[config.mk]
export PLATFORM = sky130hd
export DESIGN_NAME = rx_rec_extract
export DESIGN_NICKNAME = d
export VERILOG_FILES = /design/src/rtl/rx_pkg.sv /design/src/rtl/rx_locate.sv /design/src/rtl/rx_window.sv /design/src/rtl/rx_split.sv /design/src/rtl/rx_rec_extract.sv
export SDC_FILE = /design/constraint.sdc
export NUM_CORES = 1
export LEC_CHECK = 0
export ABC_AREA = 1
export BUFFER_PORTS_ARGS = -buffer_cell sky130_fd_sc_hd__buf_4
export CAP_MARGIN = 20
export CORE_UTILIZATION = 59
export DETAILED_ROUTE_END_ITERATION = 16
export GPL_TIMING_DRIVEN = 0
export PLACE_DENSITY = 0.88
export RECOVER_POWER = 100
export SYNTH_ARGS = -nofsm -noshare
export SYNTH_HDL_FRONTEND = slang
export SYNTH_SLANG_ARGS = --single-unit
export TNS_END_PERCENT = 30
[constraint.sdc]
create_clock -name clk -period 2.4 [get_ports clk]
set_input_delay 0.12 -clock clk [delete_from_list [all_inputs] [get_ports clk]]
set_output_delay 0.12 -clock clk [all_outputs]
set_load 0.1 [all_outputs]
[src/rtl/rx_pkg.sv]
package rx_pkg;
  localparam int REC_W   = 11;
  localparam int HI_W    = 4;
  localparam int MID_W   = 5;
  localparam int LO_W    = 2;
  localparam int BYTE_W  = 8;
  localparam int WIN_BYTES = 3;
  localparam int WIN_W   = WIN_BYTES * BYTE_W;
  localparam int WIDE_MAX_BIT = 5;

  typedef enum logic [1:0] {ST_IDLE, ST_RD, ST_TAIL, ST_OUT} rx_state_t;

  typedef struct packed {
    logic [HI_W-1:0]  hi;
    logic [MID_W-1:0] mid;
    logic [LO_W-1:0]  lo;
  } rx_rec_t;
endpackage

[src/rtl/rx_locate.sv]
module rx_locate #(
  parameter int ADDR_W  = 16,
  parameter int NUM_W   = 12,
  parameter int MAX_REC = 2047
) (
  input  logic [ADDR_W-1:0] base_addr,
  input  logic [NUM_W-1:0]  rec_num,
  output logic [ADDR_W-1:0] first_addr,
  output logic [2:0]        bit_sel,
  output logic              wide,
  output logic              over_max
);
  import rx_pkg::*;
  localparam int BO_W = NUM_W + 4;

  logic [BO_W-1:0] num_ext;
  logic [BO_W-1:0] bit_off;

  always_comb begin
    num_ext    = BO_W'(rec_num);
    // 11k = 8k + 2k + k
    bit_off    = (num_ext << 3) + (num_ext << 1) + num_ext;
    first_addr = base_addr + ADDR_W'(bit_off >> 3);
    bit_sel    = bit_off[2:0];
    wide       = (bit_off[2:0] > 3'(WIDE_MAX_BIT));
    over_max   = (rec_num > NUM_W'(MAX_REC));
  end
endmodule

[src/rtl/rx_window.sv]
module rx_window #(
  parameter int WIN_W = 24
) (
  input  logic             clk,
  input  logic             rst_n,
  input  logic             clr,
  input  logic             shift_en,
  input  logic [7:0]       din,
  output logic [WIN_W-1:0] win
);
  logic [WIN_W-1:0] win_d;

  always_comb begin
    win_d = win;
    if (clr)           win_d = '0;
    else if (shift_en) win_d = {win[WIN_W-9:0], din};
  end

  always_ff @(posedge clk or negedge rst_n) begin
    if (!rst_n) win <= '0;
    else        win <= win_d;
  end
endmodule

[src/rtl/rx_split.sv]
module rx_split (
  input  logic [rx_pkg::WIN_W-1:0] win,
  input  logic                     wide,
  input  logic [2:0]               bit_sel,
  output rx_pkg::rx_rec_t          rec
);
  import rx_pkg::*;
  logic [WIN_W-1:0] aligned;
  logic [REC_W-1:0] bits;
  logic [4:0]       top;

  always_comb begin
    // put the first fetched byte at the top of the window
    aligned = wide ? win : {win[WIN_W-9:0], 8'h00};
    top     = 5'(WIN_W - 1) - 5'(bit_sel);
    bits    = aligned[top -: REC_W];
    rec.hi  = bits[REC_W-1 -: HI_W];
    rec.mid = bits[REC_W-1-HI_W -: MID_W];
    rec.lo  = bits[LO_W-1:0];
  end
endmodule

[src/rtl/rx_rec_extract.sv]
module rx_rec_extract #(
  parameter int ADDR_W  = 16,
  parameter int NUM_W   = 12,
  parameter int MAX_REC = 2047
) (
  input  logic              clk,
  input  logic              rst_n,
  input  logic              start,
  input  logic [ADDR_W-1:0] base_addr,
  input  logic [NUM_W-1:0]  rec_num,
  output logic              mem_rd_en,
  output logic [ADDR_W-1:0] mem_addr,
  input  logic [7:0]        mem_rdata,
  output logic              done,
  output logic              err,
  output logic [3:0]        fld_hi,
  output logic [4:0]        fld_mid,
  output logic [1:0]        fld_lo
);
  import rx_pkg::*;

  // reset synchronizer: asynchronous assert, synchronous release
  logic [1:0] rst_sync_q;
  logic       rst_int_n;
  always_ff @(posedge clk or negedge rst_n) begin
    if (!rst_n) rst_sync_q <= 2'b00;
    else        rst_sync_q <= {rst_sync_q[0], 1'b1};
  end
  assign rst_int_n = rst_sync_q[1];

  logic [ADDR_W-1:0] loc_addr;
  logic [2:0]        loc_bit;
  logic              loc_wide;
  logic              loc_over;

  rx_locate #(.ADDR_W(ADDR_W), .NUM_W(NUM_W), .MAX_REC(MAX_REC)) u_locate (
    .base_addr (base_addr),
    .rec_num   (rec_num),
    .first_addr(loc_addr),
    .bit_sel   (loc_bit),
    .wide      (loc_wide),
    .over_max  (loc_over)
  );

  rx_state_t         st_q, st_d;
  logic [ADDR_W-1:0] addr_q, addr_d;
  logic [2:0]        bit_q, bit_d;
  logic              wide_q, wide_d;
  logic [1:0]        idx_q, idx_d;
  logic              pend_q, pend_d;
  logic              done_q, done_d;
  logic              err_q, err_d;
  rx_rec_t           rec_q, rec_d;
  logic              win_clr;
  logic              accept;
  logic [WIN_W-1:0]  win;
  rx_rec_t           split_rec;

  rx_window #(.WIN_W(WIN_W)) u_window (
    .clk     (clk),
    .rst_n   (rst_int_n),
    .clr     (win_clr),
    .shift_en(pend_q),
    .din     (mem_rdata),
    .win     (win)
  );

  rx_split u_split (
    .win    (win),
    .wide   (wide_q),
    .bit_sel(bit_q),
    .rec    (split_rec)
  );

  assign accept    = start && (st_q == ST_IDLE);
  assign mem_rd_en = (st_q == ST_RD);
  assign mem_addr  = addr_q + ADDR_W'(idx_q);

  always_comb begin
    st_d    = st_q;
    addr_d  = addr_q;
    bit_d   = bit_q;
    wide_d  = wide_q;
    idx_d   = idx_q;
    err_d   = err_q;
    rec_d   = rec_q;
    done_d  = 1'b0;
    win_clr = 1'b0;
    pend_d  = mem_rd_en;
    case (st_q)
      ST_IDLE: begin
        if (accept) begin
          if (loc_over) begin
            err_d  = 1'b1;
            rec_d  = '0;
            done_d = 1'b1;
          end else begin
            addr_d  = loc_addr;
            bit_d   = loc_bit;
            wide_d  = loc_wide;
            idx_d   = 2'd0;
            win_clr = 1'b1;
            st_d    = ST_RD;
          end
        end
      end
      ST_RD: begin
        idx_d = idx_q + 2'd1;
        if (idx_q == (wide_q ? 2'd2 : 2'd1)) st_d = ST_TAIL;
      end
      ST_TAIL: st_d = ST_OUT;
      ST_OUT: begin
        rec_d  = split_rec;
        err_d  = 1'b0;
        done_d = 1'b1;
        st_d   = ST_IDLE;
      end
      default: st_d = ST_IDLE;
    endcase
  end

  always_ff @(posedge clk or negedge rst_int_n) begin
    if (!rst_int_n) begin
      st_q   <= ST_IDLE;
      addr_q <= '0;
      bit_q  <= '0;
      wide_q <= 1'b0;
      idx_q  <= '0;
      pend_q <= 1'b0;
      done_q <= 1'b0;
      err_q  <= 1'b0;
      rec_q  <= '0;
    end else begin
      st_q   <= st_d;
      addr_q <= addr_d;
      bit_q  <= bit_d;
      wide_q <= wide_d;
      idx_q  <= idx_d;
      pend_q <= pend_d;
      done_q <= done_d;
      err_q  <= err_d;
      rec_q  <= rec_d;
    end
  end

  assign done    = done_q;
  assign err     = err_q;
  assign fld_hi  = rec_q.hi;
  assign fld_mid = rec_q.mid;
  assign fld_lo  = rec_q.lo;

  AST_ERR_FIELDS_ZERO: assert property (@(posedge clk) disable iff (!rst_int_n)
    (done && err) |-> (fld_hi == '0 && fld_mid == '0 && fld_lo == '0));
  AST_ERR_NO_READ: assert property (@(posedge clk) disable iff (!rst_int_n)
    (accept && loc_over) |=> !mem_rd_en);
  AST_ADDR_STEP: assert property (@(posedge clk) disable iff (!rst_int_n)
    (mem_rd_en && $past(mem_rd_en)) |-> (mem_addr == $past(mem_addr) + ADDR_W'(1)));
  AST_OUT_HOLD: assert property (@(posedge clk) disable iff (!rst_int_n)
    !done |-> $stable({err, fld_hi, fld_mid, fld_lo}));
endmodule

==> results.yml, run 1 <==
grt:
  globalRouteOverflowTotal: 0
  grt_first_pass_wirelength_microns: 25700
  grt_pass1_vias: 5523
  grt_start_max_net_pins: 44
  groute.usage.overall_pct: 36.5
  grt_antenna_before_repair: 0
logic_synthesis:
  synth_cells: 762
  yosys.area_share.simple_pct: 31.3
  async_reset_ff_share_pct: 100
  yosysMostFrequentCell: "nand2_1"
  netlist_top_cells_count: "nand2_1 (211), inv_1 (118), nand3_1 (97)"
  syn_area_per_cell_sq_um: 6.89
  synth_compound_gate_area_share_pct: 9.91
  synth_edf_count: 0
  muxShareOfSynthArea_pct: 0
  synth_cell_types: 35
  postSynthNetCount: 848
  yosysSeqAreaShare_pct: 30.5
  synth.top_cells.by_area: "dfrtp_1 (30%), nand2_1 (15%), nand3_1 (9.2%), inv_1 (8.4%), ha_1 (8.3%)"
  post-synth-top-area-fraction_pct: 30.5
  ys.flop_type: "dfrtp_1"
  ys_ff_latch: 64
  post_synth_top_area_cell: "dfrtp_1"
  synthesis.yosys.warnings: 0
  netlist_area_before_placement_sq_um: 5250
  synth_fa_ha_area_share_pct: 12.9
  main_combinational_cell_family_by_area_after_synthesis: "simple AND/OR/NAND/NOR gates"
  post_synth_xor_area_fraction_pct: 4.33
clock_tree:
  tritoncts: "done"
  clock_sinks: 64
  max-clock-path-buffers: 2
  clk_latency_ns: 0.35
  cts_buffers: 9
  h-tree-depth: 3
  clock-root-buffer: "clkbuf_8"
  path_clk_slew_ns: 0.06
floorplan:
  die_area_sq_um: 9290
  fp.dieW_microns: 96.4
  die_y_microns: 96.4
  num_io_pins: 69
  rows: 34
  coreArea_sq_um: 8680
  start_util_pct: 60.5
worst_setup_path:
  worstPathArrival_ns: 2.92
  r2r_start: "st_q[0]"
  regToRegSetupSlack_ns: 0.07
  cpMostUsedCell: "nand2_1"
  worst_path_dominant_cell_family: "adder cells"
  crit_path_end_kind: "register"
  cp_slowest_stage_delay_ns: 0.59
  critical_path_buf_inv_count: 2
  reg2regPathDepth: 10
  worst-path-max-fanout: 5
  cp_cell_sequence: "buf_8 > fa_1 > ha_4 > a21o_1 > buf_4 > a21oi_2 > nor2_1 > nor2_2 > nand2_1 > nand2_1 > nand2_2 > ha_4 > nand2_2 > nor2_4 > nand2_1 > nand3_1 > nand2_1 > nand3_1 > nand2_1"
  path_class: "input port to register"
  worst_setup_path_startpoint: "rec_num[8]"
  cp_num_cells: 19
  element_type_at_the_critical_path_start: "input port"
  worstPathRequired_ns: 2.63
  cp_slowest_cell: "fa_1"
hold_path:
  hold_path_startpoint: "base_addr[15]"
  hold-path-cell-count: 4
  min-delay-path-class: "input port to register"
detailed_routing:
  drc: 0
  route.detailed.wl_per_inst_microns: 17.1
  post_drt_via_cell_ratio: 5.86
  top_layer: "met4"
  drt-met1-wl_microns: 6690
  1st_pass_router_iterations: 5
  route.met2.wl_microns: 8320
  met3WireLength_microns: 1290
  ant_nets: 0
  routed-via-count: 5810
  drt_iter0_markers: 520
  route.final.wire_length_microns: 17000
timing:
  timing.final.crit_period_ns: 2.69
  max_freq_mhz: 371
  post-route-period-util_pct: 112
  totalNegativeSetupSlack_ns: -2.70
  maxSlewHeadroom_pct: 21.7
  worst_slew_pin_tran_ns: 1.18
  final.setup.worst_slack_ns: -0.293
  slew_violations: 0
  finalClockSkew_ns: 0.0125
  report.final.hold_viol_count: 0
  worst_hold_slack_ns: 0.0543
  rsz_0062_raised_after_global_routing: "yes"
  finalSetupViolCount: 13
placed_design:
  io_buffer_count: 68
  place_ws_ns: -0.845
  placedCellCount: 939
  routability_congestion: 0.904
  place_area_sq_um: 6070
  hpwlAfterDp_microns: 11100
job:
  max_cap_violations: 0
power_and_ir_drop:
  p_leak_nw: 3.58
  power.total_mw: 10.2
  p_per_area_nw_per_um2: 1460
  power.ir.vdd_worst_v: 0.000966
finish:
  fin_nets: 965
  antenna-diode-count: 0
  final_util_pct: 80.3
  post_layout_nonfiller_instances: 992
  area_growth_syn_to_layout_pct: 32.6
  final_design_area_excluding_fillers_sq_um: 6970
  fraction_of_final_layout_cells_sized_beyond_drive_strength_1_pct: 25.2
status:
  violations: "setup timing"
  status: "finished with violations"
## cell type report
type | count | area, sq um
timing repair buffer | 106 | 852
clock inverter | 6 | 85.1
buffer | 24 | 105
tap | 108 | 135
sequential | 64 | 1600
inverter | 121 | 462
multi-input combinational | 553 | 3600
clock buffer | 10 | 128
fill | 563 | 1710
## sequential cells by signal (all words and copies together), names as in the netlist
| name | cells |
|---|---|
| done | 1 |
| err | 1 |
| fld_lo | 2 |
| fld_mid | 5 |
| idx_q | 2 |
| u_window.win | 24 |
| bit_q | 3 |
| rst_sync_q | 2 |
| addr_q | 16 |
| fld_hi | 4 |
| st_q | 2 |
| wide_q | 1 |
| pend_q | 1 |
## power breakdown
part	internal, mW	leakage (nW)	total [mW]	switching (mW)
clock network	0.582	0.102	1.03	0.453
registers	1.55	0.812	1.98	0.426
logic	2.09	2.67	7.18	5.09
total	4.23	3.58	10.2	5.96
## worst min-delay path: cells and delay by family
family                 cells  cell delay (ns)
buffers and inverters      1             0.08
and+or+nand+nor            3             0.16
## metal layers
layer	vias to the layer above	GRT usage [%]
li1	2676	-
met1	2755	45.7
met2	311	61.6
met3	68	6.79
met4	0	15.3
met5	-	0
## cells in the final DEF (no fill, tap or decap), types with 9 or more instances in the layout
cell / Yosys / routed
buf_4: 1 / 57
ha_1: 35 / 22
dlygate4sd3_1: 0 / 9
dfrtp_1: 64 / 64
a31oi_1: 25 / 24
nand2_1: 211 / 173
nand2_2: 1 / 37
buf_6: 3 / 9
inv_1: 118 / 105
fa_1: 12 / 10
nand3_1: 97 / 86
nand3_2: 0 / 11
clkbuf_8: 0 / 9
a21oi_2: 0 / 10
a21oi_1: 23 / 12
nor2_1: 56 / 49
ha_4: 0 / 10
inv_2: 1 / 13
o21ai_0: 28 / 23
xor2_1: 19 / 17
clkbuf_1: 15 / 33
## cells by family after synthesis
family	after synthesis
and+or+nand+nor	389
buffers and inverters	145
AOI/OAI and AO/OA	90
DFF	64
adders and majority gates	47
xor gates and xnor gates	26
other	1
## final timing paths
path / end
worst max-delay path: addr_q[12]
worst min-delay path: addr_q[15]
worst max register to register: u_window.win[5]
worst min register to register: st_q[0]
max in group asynchronous: u_window.win[15]
min in group asynchronous: rst_sync_q[0]
## timing repair
action                                 4_1_cts  5_1_grt
endpoints found under the hold margin       10        0
setup endpoints to repair                   18       20
hold buffers                                 9        0
gates resized for setup                     88       49
pin swaps                                   71       49
setup buffers                               25        3
Note: power is estimated with default switching activity, not from simulation.
==> run 2: changes to the inputs <==
--- a/config.mk
+++ b/config.mk
@@ -10,7 +10,6 @@
 export CAP_MARGIN = 20
 export CORE_UTILIZATION = 59
 export DETAILED_ROUTE_END_ITERATION = 16
-export GPL_TIMING_DRIVEN = 0
 export PLACE_DENSITY = 0.88
 export RECOVER_POWER = 100
 export SYNTH_ARGS = -nofsm -noshare
==> results.yml, run 2 (same netlist as run 1, synthesis figures left out) <==
clock_tree:
  max-clock-path-buffers: 2
  h-tree-depth: 3
  clock_sinks: 64
  clock-root-buffer: "clkbuf_8"
  tritoncts: "done"
  clk_latency_ns: 0.36
  cts_buffers: 9
  path_clk_slew_ns: 0.07
grt:
  groute.usage.overall_pct: 36.5
  grt_start_max_net_pins: 63
  grt.met1_usage_pct: 47.0
  grt_pass1_vias: 5491
  grtUsageMet2_pct: 59.3
  use_met3_pct: 9.00
  grt_antenna_before_repair: 0
  globalRouteOverflowTotal: 0
  grt_first_pass_wirelength_microns: 25800
  most_used_layer_global_route: "met2"
job:
  max_cap_violations: 1
timing:
  max_freq_mhz: 351
  post-route-period-util_pct: 119
  slew_violations: 63
  totalNegativeSetupSlack_ns: -4.25
  worst_slew_pin_tran_ns: 1.59
  timing.final.crit_period_ns: 2.85
  report.final.hold_viol_count: 0
  worst_hold_slack_ns: 0.0536
  rsz_0062_raised_after_global_routing: "yes"
  maxSlewHeadroom_pct: -5.71
  finalSetupViolCount: 17
  final.setup.worst_slack_ns: -0.446
  finalClockSkew_ns: 0.0159
placed_design:
  routability_congestion: 0.907
  place_ws_ns: -0.670
  hpwlAfterDp_microns: 10700
  io_buffer_count: 68
  place_area_sq_um: 6390
floorplan:
  num_io_pins: 69
  fp.dieW_microns: 96.4
  die_area_sq_um: 9290
  die_y_microns: 96.4
  rows: 34
  coreArea_sq_um: 8680
  start_util_pct: 60.5
worst_setup_path:
  critical_path_buf_inv_count: 1
  r2r_start: "st_q[0]"
  cpMostUsedCell: "nand2_1"
  worstPathRequired_ns: 2.69
  worst-path-max-fanout: 5
  worst_setup_path_startpoint: "rec_num[1]"
  cp_slowest_stage_delay_ns: 0.60
  worst_path_dominant_cell_family: "adder cells"
  crit_path_end_kind: "register"
  worstPathArrival_ns: 3.14
  path_class: "input port to register"
  element_type_at_the_critical_path_start: "input port"
  cp_cell_sequence: "buf_4 > fa_1 > ha_4 > nand2_2 > a21oi_1 > o21ai_1 > nand3_1 > xor2_1 > ha_1 > nand2_1 > nand2_1 > nand2_1 > nand2_2 > a21oi_4 > nand2_1 > nand2_1 > nand3_2 > nand2_2"
  cp_slowest_cell: "fa_1"
power_and_ir_drop:
  combPwrFrac_pct: 72.5
  p_per_area_nw_per_um2: 1480
  power.ir.vdd_worst_v: 0.000934
  switching_power_mw: 6.38
  cell_internal_pwr_mw: 4.57
  clkPwrFrac_pct: 9.0
  p_leak_nw: 3.81
  seqPwrFrac_pct: 18.5
  sw_frac_of_total_pct: 58.3
finish:
  layout.cells.most_common_list: "nand2_1 (171), buf_4 (111), inv_1 (104)"
  largest_reg_flops: 24
  nFillCells: 438
  fin_nets: 989
  fraction_of_final_layout_cells_sized_beyond_drive_strength_1_pct: 31.5
  area_growth_syn_to_layout_pct: 41.2
  registers.top_by_ff_count: "u_window.win"
  commonest_non_fill_non_tap_cell_in_the_layout: "nand2_1"
  final_design_area_excluding_fillers_sq_um: 7420
  antenna-diode-count: 0
detailed_routing:
  routed-via-count: 6333
  post_drt_via_cell_ratio: 6.23
  drc: 0
  ant_nets: 0
  route.final.wire_length_microns: 19700
  1st_pass_router_iterations: 5
  route.detailed.wl_per_inst_microns: 19.4
  drt_iter0_markers: 682
hold_path:
  hold_path_startpoint: "base_addr[14]"
  min-delay-path-class: "input port to register"
status:
  status: "finished with violations"
  violations: "capacitance limit, slew limit, setup timing"
run 2: changes by cell type in the layout (fill, tap and decap cells not counted), sizes merged:
cell and change:
bufinv -1, clkinvlp -2, buf +50, clkbuf -23
run 2: power groups by stage:
| stage | combinational [mW] | clock (mW) | sequential (mW) |
|---|---|---|---|
| 2_1_floorplan | 4.42 | 0 | 2.56 |
| 3_3_place_gp | 6.55 | 0 | 1.94 |
| 3_5_place_dp | 6.69 | 0 | 1.97 |
| 4_1_cts | 7.11 | 0.968 | 1.96 |
| 5_1_grt | 8.42 | 1.02 | 2.06 |
| 6_report | 7.94 | 0.986 | 2.03 |
run 2: path summary, 6_finish.rpt:
kind,endpoint,slack (ns),cells past startpoint
max,addr_q[15],-0.45,18
min,addr_q[14],0.05,4
max reg2reg,u_window.win[17],0.14,9
min reg2reg,rst_sync_q[1],0.36,0
max in group asynchronous,addr_q[6],0.70,1
min in group asynchronous,rst_sync_q[0],0.07,2
run 2: final cells by class:
class / count / area [sq um] / area share [%]
Clock inverter: 3 / 40.0 / 0.540
Tap cell: 108 / 135 / 1.82
Sequential cell: 64 / 1600 / 21.6
Multi-Input combinational cell: 553 / 3780 / 50.9
Clock buffer: 13 / 159 / 2.14
Inverter: 121 / 464 / 6.26
Timing Repair Buffer: 154 / 1240 / 16.7
run 2: worst register-to-register path, cell delays in order, from the launching register on:
cell and delay (ns):
dfrtp_1 0.43, inv_1 0.11, ha_1 0.29, nand2_2 0.13, nor2_4 0.25, or2_1 0.20, buf_4 0.27, nor2_1 0.11
a31oi_1 0.25, inv_1 0.09
run 2: routing by layer:
| layer | vias up | routed length [microns] |
|---|---|---|
| li1 | 2722 | - |
| met1 | 2918 | 7280 |
| met4 | 0 | 1220 |
| met5 | - | 0 |
| met3 | 146 | 2070 |
| met2 | 547 | 9170 |
run 2: stage by stage:
stage	std cells	power, mW	utilization (%)
4_1_cts	1009	10.0	81.7
3_5_place_dp	976	8.66	73.7
2_1_floorplan	762	6.98	-
6_report	1016	11.0	85.5
3_3_place_gp	976	8.49	73.7
5_1_grt	1016	11.5	85.5
run 2: repair_timing:
action                                  in CTS  in global routing
gates resized for setup                     91                 77
endpoints found under the setup margin      18                 18
pin swaps                                   46                 70
hold buffers                                 9                  0
hold endpoints to repair                    10                  0
setup buffers                                8                  8
==> run 3: changes to the inputs <==
--- a/config.mk
+++ b/config.mk
@@ -8,11 +8,10 @@
 export ABC_AREA = 1
 export BUFFER_PORTS_ARGS = -buffer_cell sky130_fd_sc_hd__buf_4
 export CAP_MARGIN = 20
-export CORE_UTILIZATION = 59
+export CORE_UTILIZATION = 41
 export DETAILED_ROUTE_END_ITERATION = 16
-export PLACE_DENSITY = 0.88
+export PLACE_DENSITY = 0.67
 export RECOVER_POWER = 100
 export SYNTH_ARGS = -nofsm -noshare
 export SYNTH_HDL_FRONTEND = slang
 export SYNTH_SLANG_ARGS = --single-unit
-export TNS_END_PERCENT = 30
==> constraint.sdc (replaced) <==
create_clock -name clk -period 2.7 [get_ports clk]
set_input_delay 0.135 -clock clk [delete_from_list [all_inputs] [get_ports clk]]
set_output_delay 0.135 -clock clk [all_outputs]
set_load 0.1 [all_outputs]
==> results.yml, run 3 (same netlist as run 1, synthesis figures left out) <==
clock_tree:
  max-clock-path-buffers: 2
  clk_latency_ns: 0.34
  path_clk_slew_ns: 0.05
  h-tree-depth: 3
  cts_buffers: 9
  clock_sinks: 64
  tritoncts: "done"
  clock-root-buffer: "clkbuf_16"
worst_setup_path:
  path_class: "input port to register"
  critical_path_buf_inv_count: 5
  worstPathArrival_ns: 2.82
  cp_slowest_stage_delay_ns: 0.55
  worst-path-max-fanout: 3
  cp_cell_sequence: "buf_8 > inv_2 > fa_1 > inv_2 > fa_2 > nand3_2 > nand2_4 > a21oi_2 > xor2_1 > ha_1 > buf_6 > nand2_1 > nand2_1 > inv_1 > nand2_2 > or2_2 > nand3_2 > o21ai_0"
  element_type_at_the_critical_path_start: "input port"
  worstPathRequired_ns: 2.91
  worst_path_dominant_cell_family: "adder cells"
  cp_slowest_cell: "fa_1"
  crit_path_end_kind: "register"
placed_design:
  io_buffer_count: 68
  hpwlAfterDp_microns: 10100
  place_ws_ns: -0.358
  routability_congestion: 0.869
power_and_ir_drop:
  p_leak_nw: 3.66
  clkPwrFrac_pct: 13.0
  cell_internal_pwr_mw: 3.96
  sw_frac_of_total_pct: 55.8
  power.ir.vdd_worst_v: 0.000832
  power.total_mw: 8.97
  p_per_area_nw_per_um2: 1270
  combPwrFrac_pct: 67.4
  switching_power_mw: 5.00
  seqPwrFrac_pct: 19.6
floorplan:
  coreArea_sq_um: 12300
  die_y_microns: 115
  start_util_pct: 42.8
  rows: 40
  num_io_pins: 69
  die_area_sq_um: 13300
  fp.dieW_microns: 115
job:
  max_cap_violations: 1
grt:
  grt_pass1_vias: 4958
  groute.usage.overall_pct: 21.8
  grt_first_pass_wirelength_microns: 22700
  globalRouteOverflowTotal: 0
  grt_start_max_net_pins: 63
  grt_antenna_before_repair: 0
timing:
  worst_slew_pin_tran_ns: 1.52
  timing.final.crit_period_ns: 2.61
  rsz_0062_raised_after_global_routing: "yes"
  finalClockSkew_ns: 0.00685
  worst_hold_slack_ns: 0.00691
  slew_violations: 63
  final.setup.worst_slack_ns: 0.0874
  finalSetupViolCount: 0
  max_freq_mhz: 383
  post-route-period-util_pct: 96.8
  report.final.hold_viol_count: 0
  maxSlewHeadroom_pct: -1.45
finish:
  registers.top_by_ff_count: "u_window.win"
  area_growth_syn_to_layout_pct: 34.4
  commonest_non_fill_non_tap_cell_in_the_layout: "nand2_1"
  fraction_of_final_layout_cells_sized_beyond_drive_strength_1_pct: 26.1
  antenna-diode-count: 0
  fin_nets: 969
  layout.cells.most_common_list: "nand2_1 (183), inv_1 (109), buf_4 (101)"
  largest_reg_flops: 24
detailed_routing:
  post_drt_via_cell_ratio: 4.97
  drc: 0
  route.final.wire_length_microns: 13800
  routed-via-count: 5249
  1st_pass_router_iterations: 5
  route.detailed.wl_per_inst_microns: 13.0
  drt_iter0_markers: 314
  ant_nets: 0
hold_path:
  min-delay-path-class: "input port to register"
status:
  status: "finished with violations"
  violations: "capacitance limit, slew limit"
==> run 3: cell types whose count changed in the layout (fill, tap and decap cells not counted), moves of 9 or more <==
cell | previous run | this run
buf_4 | 111 | 101
clkbuf_16 | 0 | 9
nand2_2 | 35 | 26
nand2_1 | 171 | 183
clkbuf_8 | 11 | 1
==> run 3: power groups by stage <==
stage	combinational (mW)	clock [mW]	sequential [mW]
3_5_place_dp	5.82	0	1.76
2_1_floorplan	3.88	0	2.27
3_3_place_gp	5.79	0	1.75
6_report	6.05	1.16	1.76
5_1_grt	6.65	1.22	1.81
4_1_cts	5.87	1.18	1.75
==> run 3: area by class of cell <==
type | count | area (sq um)
Inverter | 121 | 454
Fill cell | 1192 | 5200
Tap cell | 168 | 210
Sequential cell | 64 | 1600
Multi-Input combinational cell | 553 | 3540
Timing Repair Buffer | 134 | 955
Clock buffer | 11 | 243
Clock inverter | 5 | 56.3
==> run 3: tightest hold or removal path, delay by kind of cell <==
kind            cells  cell delay, ns
compound gates      1            0.06
buf+inv             2            0.12
==> run 3: per-layer routing <==
layer  track usage, %  up-vias  part of all wire [%]
met5                0        -                     0
met4             8.23        0                   2.7
li1                 -     2686                     -
met1             29.8     2395                    47
met3             3.27       33                   3.7
met2             34.9      135                    46
==> run 3: through the flow <==
stage | setup TNS (ns) | utilization, % | instance area [sq um] | std cells
after global placement | -3.05 | 52.0 | 6380 | 1032
final | 0 | 57.6 | 7060 | 1056
after detailed placement | -3.11 | 52.0 | 6380 | 1032
after CTS | 0 | 54.9 | 6730 | 1051
after global routing | -0.237 | 57.6 | 7060 | 1056
after floorplan | -0.971 | - | 5330 | 762
==> run 3: worst paths after layout <==
path	from	endpoint	slack [ns]	cells after the start
setup / recovery	rec_num[3]	addr_q[6]	0.09	18
hold / removal	mem_rdata[4]	u_window.win[4]	0.007	3
setup reg to reg	st_q[1]	u_window.win[21]	0.49	9
hold reg to reg	rst_sync_q[0]	rst_sync_q[1]	0.35	0
max in group asynchronous	rst_sync_q[1]	u_window.win[19]	1.07	1
min in group asynchronous	rst_n	rst_sync_q[1]	0.11	2
==> run 3: what timing repair did <==
action	4_1_cts	5_1_grt
endpoints found under the hold margin	4	0
hold buffers	3	0
setup endpoints to repair	2	14
pin swaps	0	53
setup buffers	0	5
gates resized for setup	7	95
